==> config.mk <==
export PLATFORM = sky130hd
export DESIGN_NAME = nibble_cmd_decoder
export DESIGN_NICKNAME = d
export VERILOG_FILES = /design/src/rtl/nibble_cmd_pkg.sv /design/src/rtl/nibble_cmd_fsm.sv /design/src/rtl/nibble_reg_bank.sv /design/src/rtl/nibble_cmd_decoder.sv
export SDC_FILE = /design/constraint.sdc
export NUM_CORES = 1
export LEC_CHECK = 0
export CAP_MARGIN = 20
export CORE_MARGIN = 2
export CORE_UTILIZATION = 43
export DETAILED_ROUTE_END_ITERATION = 12
export PLACE_DENSITY = 0.81
export SYNTH_ARGS = -nofsm -noshare
export SYNTH_HDL_FRONTEND = slang
export SYNTH_SLANG_ARGS = --single-unit
export TNS_END_PERCENT = 5
==> constraint.sdc <==
create_clock -name clk -period 1.7 [get_ports clk]
set_input_delay 0.34 -clock clk [delete_from_list [all_inputs] [get_ports clk]]
set_output_delay 0.34 -clock clk [all_outputs]
set_load 0.005 [all_outputs]
==> src/rtl/nibble_cmd_pkg.sv <==
package nibble_cmd_pkg;
    localparam int DATA_W = 8;
    localparam int ADDR_W = 8;
    localparam int NIB_W  = DATA_W / 2;

    localparam logic [ADDR_W-1:0] ID_ADDR      = 8'h00;
    localparam logic [ADDR_W-1:0] SCRATCH_ADDR = 8'h01;
    localparam logic [ADDR_W-1:0] MODE_ADDR    = 8'h02;
    localparam int                TRIG_BIT     = 5;

    typedef enum logic [NIB_W-1:0] {
        OP_ADR_LO   = 4'h0,
        OP_ADR_HI   = 4'h1,
        OP_DAT_LO   = 4'h2,
        OP_DAT_HI_W = 4'h3,
        OP_READ     = 4'h4
    } opcode_e;

    typedef enum logic {
        ST_ACCEPT = 1'b0,
        ST_HOLD   = 1'b1
    } state_e;
endpackage

==> src/rtl/nibble_cmd_fsm.sv <==
module nibble_cmd_fsm
    import nibble_cmd_pkg::*;
(
    input  logic              clk,
    input  logic              rst,
    input  logic              in_valid,
    input  logic [DATA_W-1:0] in_byte,
    output logic              in_ready,
    output logic              out_valid,
    output logic [DATA_W-1:0] out_byte,
    input  logic              out_ready,
    input  logic [DATA_W-1:0] rd_data,
    output logic [ADDR_W-1:0] addr,
    output logic              wr_en,
    output logic [DATA_W-1:0] wr_data
);
    state_e             state_q, state_d;
    logic [NIB_W-1:0]   op, pay;
    logic [NIB_W-1:0]   lo_q;
    logic               take;

    assign op   = in_byte[DATA_W-1:NIB_W];
    assign pay  = in_byte[NIB_W-1:0];
    assign take = in_valid && (state_q == ST_ACCEPT);

    // next state
    always_comb begin
        state_d = state_q;
        unique case (state_q)
            ST_ACCEPT: if (take && op == OP_READ) state_d = ST_HOLD;
            ST_HOLD:   if (out_ready)             state_d = ST_ACCEPT;
        endcase
    end

    // state register
    always_ff @(posedge clk) begin
        if (rst) state_q <= ST_ACCEPT;
        else     state_q <= state_d;
    end

    // datapath registers
    always_ff @(posedge clk) begin
        if (rst) begin
            addr     <= '0;
            lo_q     <= '0;
            out_byte <= '0;
        end else if (take) begin
            case (op)
                OP_ADR_LO:   addr[NIB_W-1:0]      <= pay;
                OP_ADR_HI:   addr[ADDR_W-1:NIB_W] <= pay;
                OP_DAT_LO:   lo_q                 <= pay;
                OP_DAT_HI_W: lo_q                 <= '0;
                OP_READ: begin
                    out_byte <= rd_data;
                    if (pay[0]) addr <= addr + 1'b1;
                end
                default: ;
            endcase
        end
    end

    // outputs
    always_comb begin
        in_ready  = 1'b0;
        out_valid = 1'b0;
        unique case (state_q)
            ST_ACCEPT: in_ready  = 1'b1;
            ST_HOLD:   out_valid = 1'b1;
        endcase
        wr_en   = take && (op == OP_DAT_HI_W);
        wr_data = {pay, lo_q};
    end
endmodule

==> src/rtl/nibble_reg_bank.sv <==
module nibble_reg_bank
    import nibble_cmd_pkg::*;
#(
    parameter logic [DATA_W-1:0] ID_VALUE = 8'hA6
) (
    input  logic              clk,
    input  logic              rst,
    input  logic [ADDR_W-1:0] addr,
    input  logic              wr_en,
    input  logic [DATA_W-1:0] wr_data,
    input  logic              trig_fired,
    input  logic [DATA_W-1:0] ext_rdata,
    output logic [DATA_W-1:0] rd_data,
    output logic              ext_we,
    output logic [DATA_W-1:0] mode_q
);
    logic [DATA_W-1:0] scratch_q;
    logic              is_local;

    assign is_local = (addr <= MODE_ADDR);
    assign ext_we   = wr_en && !is_local;

    always_ff @(posedge clk) begin
        if (rst) begin
            scratch_q <= '0;
            mode_q    <= '0;
        end else if (wr_en) begin
            if (addr == SCRATCH_ADDR) scratch_q <= wr_data;
            if (addr == MODE_ADDR)    mode_q    <= wr_data;
        end
    end

    always_comb begin
        if (addr == ID_ADDR)           rd_data = ID_VALUE;
        else if (addr == SCRATCH_ADDR) rd_data = scratch_q;
        else if (addr == MODE_ADDR) begin
            rd_data           = mode_q;
            rd_data[TRIG_BIT] = trig_fired;
        end else                       rd_data = ext_rdata;
    end
endmodule

==> src/rtl/nibble_cmd_decoder.sv <==
module nibble_cmd_decoder
    import nibble_cmd_pkg::*;
#(
    parameter logic [7:0] ID_VALUE = 8'hA6
) (
    input  logic       clk,
    input  logic       rst,
    input  logic       in_valid,
    input  logic [7:0] in_byte,
    output logic       in_ready,
    output logic       out_valid,
    output logic [7:0] out_byte,
    input  logic       out_ready,
    output logic [7:0] ext_addr,
    output logic [7:0] ext_wdata,
    output logic       ext_we,
    input  logic [7:0] ext_rdata,
    input  logic       trig_fired,
    output logic [7:0] mode_o
);
    logic       wr_en;
    logic [7:0] rd_data;

    nibble_cmd_fsm u_fsm (
        .clk       (clk),
        .rst       (rst),
        .in_valid  (in_valid),
        .in_byte   (in_byte),
        .in_ready  (in_ready),
        .out_valid (out_valid),
        .out_byte  (out_byte),
        .out_ready (out_ready),
        .rd_data   (rd_data),
        .addr      (ext_addr),
        .wr_en     (wr_en),
        .wr_data   (ext_wdata)
    );

    nibble_reg_bank #(.ID_VALUE(ID_VALUE)) u_bank (
        .clk        (clk),
        .rst        (rst),
        .addr       (ext_addr),
        .wr_en      (wr_en),
        .wr_data    (ext_wdata),
        .trig_fired (trig_fired),
        .ext_rdata  (ext_rdata),
        .rd_data    (rd_data),
        .ext_we     (ext_we),
        .mode_q     (mode_o)
    );
endmodule

; ---- Yosys cells after proc, flatten, opt, wreduce, memory -nomap -nowiden
; Cells that the tools add are included.
[op_classes]
addsub = 1
n_eq_ne = 7
muxes = 12
n_bitwise = 1
order_cmp = 1
n_reduce_logical = 16
[op_table]
columns = op, count
row1 = $mux W8, 4
row2 = $pmux W4 S2, 3
row3 = $add A8 B1 Y8 const B, 1
row4 = $eq A4 B2 Y1 const B, 2
row5 = $eq A8 B1 Y1 const B, 1
row6 = $eq A8 B2 Y1 const B, 1
row7 = $le A8 B2 Y1 const B, 1
row8 = $logic_not A8 Y1, 1
row9 = $reduce_and A2 Y1, 4
row10 = $reduce_and A3 Y1, 2
row11 = $reduce_bool A2 Y1, 3
row12 = $eq A4 B1 Y1 const B, 1
row13 = $eq A4 B3 Y1 const B, 1
row14 = $logic_and A1 B1 Y1, 4
row15 = $logic_not A4 Y1, 1
row16 = $mux W1, 4
row17 = $ne A2 B2 Y1 const B, 1
row18 = $pmux W1 S2, 1
row19 = $logic_not A1 Y1, 1
row20 = $not A1 Y1, 1
[word_totals]
out_inout_bits = 35
wordCells = 45
input_bits = 21
ff_bits = 37

; ---- Depth between registers and ports, before layout
[logic_depth]
depth_word = 5
depth_mapped = 8
depth_no_buf = 6

; ---- Hierarchy
; Synthesis repeated with hierarchy kept, for this count alone.
[unflattened]
cells_unflattened = 267
area_unflattened_um2 = 2194.6
[modules_own_cells]
columns = mod, instances, cells_per_inst, seq_area_each_um2, area_per_inst_um2
row1 = nibble_cmd_fsm, 1, 139, 420.4, 1112.3
row2 = nibble_reg_bank, 1, 128, 320.3, 1082.3

; ---- Least setup slack after synthesis
; Ideal clock, no wire load.
[synth_path]
path_type = input-to-reg
start = in in_byte[5]
end = reg u_fsm.addr[3]
cell_stages = 6
n_path_buf = 2
slack_ns = -0.059
arrival_time_ns = 1.644
setup_time_ns = 0.115
required_time_ns = 1.585
path_cell_list = buf_6 or4b_4 buf_6 o211a_4 a21boi_0 o21a_1
[synth_via]
elab_chain_cells = 3
word_cells_on_any_way = 6
classes_between = 2 x eq/ne / 1 x mux / 3 x reduce/logical
[synth_rtl]
columns = item, line_no
row1 = start: declaration, nibble_cmd_decoder.sv:9  ; input logic [7:0] in_byte,
row2 = $eq A4 B3 Y1 or $logic_not A4 Y1 (tied branches), nibble_cmd_fsm.sv:48  ; case (op)
row3 = $ne A2 B2 Y1 (no line) or $reduce_bool A2 Y1 (tied branches), --
row4 = $reduce_and A3 Y1 (no line), --
row5 = end signal: indexed assignment, nibble_cmd_fsm.sv:49  ; OP_ADR_LO: addr[NIB_W-1:0] <= pay;
row6 = end signal: indexed assignment, nibble_cmd_fsm.sv:50  ; OP_ADR_HI: addr[ADDR_W-1:NIB_W] <= pay;
row7 = end signal: assignment, nibble_cmd_fsm.sv:55  ; if (pay[0]) addr <= addr + 1'b1;
row8 = end: declaration, nibble_cmd_fsm.sv:13  ; output logic [ADDR_W-1:0] addr,
; Parallel ways exist; a longest one is shown, timed or not.
; A chain may end at the register's enable or synchronous reset.

; ---- Final worst setup path
[layout_path]
start = in in_byte[7]
end = out ext_we
[layout_via]
elab_chain_cells = 3
[layout_rtl]
columns = item, line_no
row1 = $eq A4 B2 Y1, nibble_cmd_fsm.sv:70  ; wr_en = take && (op == OP_DAT_HI_W);
row2 = $logic_and A1 B1 Y1, nibble_cmd_fsm.sv:70
row3 = $logic_and A1 B1 Y1, nibble_reg_bank.sv:21  ; assign ext_we = wr_en && !is_local;
row4 = end: declaration, nibble_cmd_decoder.sv:16  ; output logic ext_we,
; Every way passes these cells.

==> metrics.csv <==
stage,metric,value,unit
outcome,failing checks,negative setup slack,
setup_path,r2r setup slk,-110,ps
synth,Syn Area/Cell,8.59,sq um
synth,Post-Synth Simple-Gate Area,28.0,%
timing,fmax,0.529,GHz
grt,initial antenna violation count,0,
timing,RSZ-0062 raised after global routing,yes,
clock_tree,CTS buffer count,5,
floorplanning,Total Die Area,5210,sq um
outcome,outcome,"finished, violations left",
clock_tree,Clock transition at path regs,70,ps
synth,"Seq/Total Area, Yosys",37.0,%
setup_path,worst r2r src,u_fsm.state_q,
setup_path,CP max FO,2,
setup_path,Critical Path AT,1550,ps
grt,total track usage,22.8,%
floorplanning,Ports,56,
synth,largest cells by area after synthesis,"dfxtp_1 37%, mux2i_1 8.0%, nor2_1 4.7%",
floorplanning,die width,72.2,microns
worst_hold_path,min-delay src,u_fsm.out_byte[0],
power,Overall Power,1810,uW
synth,top-count cell post-synth,dfxtp_1,
routing,ANT nets after route,0,
finish,fraction of layout instances using a drive strength above 1,23.0,%
synth,dominant synthesized flop cell,dfxtp_1,
grt,number of global-route vias before repair,2004,
clock_tree,clk root buf,clkbuf_8,
flow_run,max-cap violations,0,
setup_path,Setup crit end kind,primary output,
synth,Adder-Cell Fraction of Synth Area,2.50,%
worst_hold_path,Hold WC Path Type,reg -> reg,
synth,#FFs+latches synth,37,
setup_path,"Slowest-stage cell, CP",or3b_4,
clock_tree,hold_buf cts,0,
finish,final core utilization,67.9,%
grt,largest net degree at the start of global routing,25,
clock_tree,clk sinks,37,
synth,most instantiated cells after synthesis,"37 x dfxtp_1, 25 x nor2_1, 22 x nand2_1",
clock_tree,Post-CTS Setup Inserts,0,
finish,n_diodes,0,
timing,Worst-Margin Slew,376,ps
timing,Max Clock Skew,5.79,ps
setup_path,CP Buf/Inv Count,3,
synth,Async SR Flop Fraction,0,%
synth,Post-synth EDFFs,0,
timing,Rel. slew slack,74.8,%
synth,Yosys Warn Count,0,
floorplanning,starting density of the core,45.3,%
floorplanning,core area,4410,sq um
setup_path,CP top delay family,simple AND/OR/NAND/NOR gates,
synth,largest family of logic cells by synthesized area,simple AND/OR/NAND/NOR gates,
floorplanning,Site Rows,24,
setup_path,R2R cell count,5,
synth,Yosys top cell by area,dfxtp_1,
routing,vias per cell,5.59,
synth,Syn Inst Count,233,
setup_path,critical setup path kind,in -> out,
placement,IO buf count,55,
synth,syn nets,258,
synth,post-synth cell types,48,
timing,setup TNS,-404,ps
timing,setup slack after layout,-191,ps
setup_path,CP cell instances,"dlygate4sd2_1, or3b_4, nor3b_2, buf_4, and3_4, buf_6",
power,VDD IR-drop max,0.296,mV
clock_tree,clk_lat worst skew,290,ps
setup_path,reg2reg end,u_fsm.addr[5],
floorplanning,die height,72.2,microns
timing,"Hold Vio Cnt, Final",0,
grt,first-pass GRT wire length,9370,microns
clock_tree,H-tree Lvls,2,
routing,WL/cell,15.4,microns
setup_path,max incr delay on CP,400,ps
worst_hold_path,Hold Path Sink,u_fsm.out_byte[0],
synth,post-synth top area share,37.0,%
routing,DR DRC count,0,
timing,Tmin final,1890,ps
synth,synthesized area,2000,sq um
clock_tree,CTS tree,yes,
grt,Overflow after GRT,0,
timing,Slew Limit Fails,0,
worst_hold_path,Worst Hold Path Cells,2,
power,Leakage,0.00126,uW
routing,drt pass-1 iters,4,
synth,Synth Area in Compound Gates,18.2,%
clock_tree,Bufs on Longest Clock Path,2,
synth,proportion of synthesized area in mux cells,8.01,%
synth,xor/xnor share of the synthesized area,0.438,%
finish,Nets,346,
routing,DR vias,2089,
finish,Syn-to-layout area delta,49.7,%
setup_path,crit path from,in_byte[7],
power,Power Dens Cells,605,nW/um^2
timing,Hold Slack,455,ps
timing,Final Setup Violations,5,
setup_path,CP startpoint kind,input port,
placement,Final GP Congestion,0.871,
setup_path,Worst Path Required,1360,ps
routing,WL final,5780,microns
routing,Detailed Route Iter0 Violations,124,
timing,fin crit share,111,%
placement,Post-DP HPWL,4360,microns
==> layout make-up <==
type                            count  area, sq um
Sequential cell                    37          742
Fill cell                         362         1420
Clock buffer                        5         68.8
Inverter                            5         18.8
Multi-Input combinational cell    173         1190
Timing Repair Buffer               99          891
Tap cell                           52         65.1
Clock inverter                      3         17.5
==> timing repair <==
item / CTS / global route
pin swaps: 3 / 5
hold endpoints to repair: 0 / 0
endpoints found under the setup margin: 23 / 16
resized for setup: 17 / 9
==> worst reg2reg max path, delay by kind of cell, from the launching register on <==
family,cells,cell delay (ps)
AO/OA/AOI/OAI,2,490
buffers and inverters,1,160
flip-flops,1,330
AND/OR/NAND/NOR,2,750
==> stage by stage <==
| stage | cells | setup slack (ps) | cell area (sq um) |
|---|---|---|---|
| final | 374 | -191 | 3000 |
| after global routing | 374 | -248 | 3000 |
| after CTS | 374 | -241 | 2980 |
| after detailed placement | 366 | -829 | 2860 |
| after global placement | 366 | -821 | 2860 |
| after floorplan | 233 | -25.0 | 2000 |
==> layout by cell type (no fill, tap or decap), drive strengths merged, types with 5 or more instances in the layout <==
cell type and count:
nand3 5, nor3b 7, clkbuf 5, o21ai 10
nor3 11, nand2 22, a21oi 17, nand3b 5
inv 5, nor2 25, dlygate4sd2 5, buf 45
clkdlybuf4s50 48, mux2i 16, dfxtp 37
==> flip-flops by register name (all words and copies together), names as in the netlist <==
signal,flops
u_bank.mode_q,8
u_bank.scratch_q,8
u_fsm.addr,8
u_fsm.lo_q,4
u_fsm.out_byte,8
u_fsm.state_q,1
==> worst max-delay path by stage <==
stage	to	cells past startpoint	slack [ps]
after global placement	ext_we	6	-820
final	ext_we	6	-190
after detailed placement	ext_we	6	-830
after floorplan	u_fsm.addr[3]	6	-30
after CTS	ext_we	5	-240
after global routing	ext_we	5	-250
==> cells by family (layout without fill, tap and decap cells) <==
family,count (synthesis),after routing
simple gates,99,99
compound gates,53,53
flops,37,37
buf+inv,23,112
mux,16,16
fa+ha+maj,4,4
xor+xnor,1,1
==> power by group <==
part	leakage [uW]	internal (uW)	total (uW)	switching (uW)
sequential	0.000299	876	883	6.80
clock	0.0000439	283	611	328
combinational	0.000921	164	319	155
==> per-layer routing <==
metal | global-route usage (%) | share of wire (%) | wire length, microns
met1 | 27.9 | 42 | 2420
met2 | 40.6 | 51 | 2950
met3 | 4.44 | 5.7 | 328
met4 | 6.50 | 1.2 | 71
met5 | 0 | 0 | 0
(Power assumes the default switching activity.)
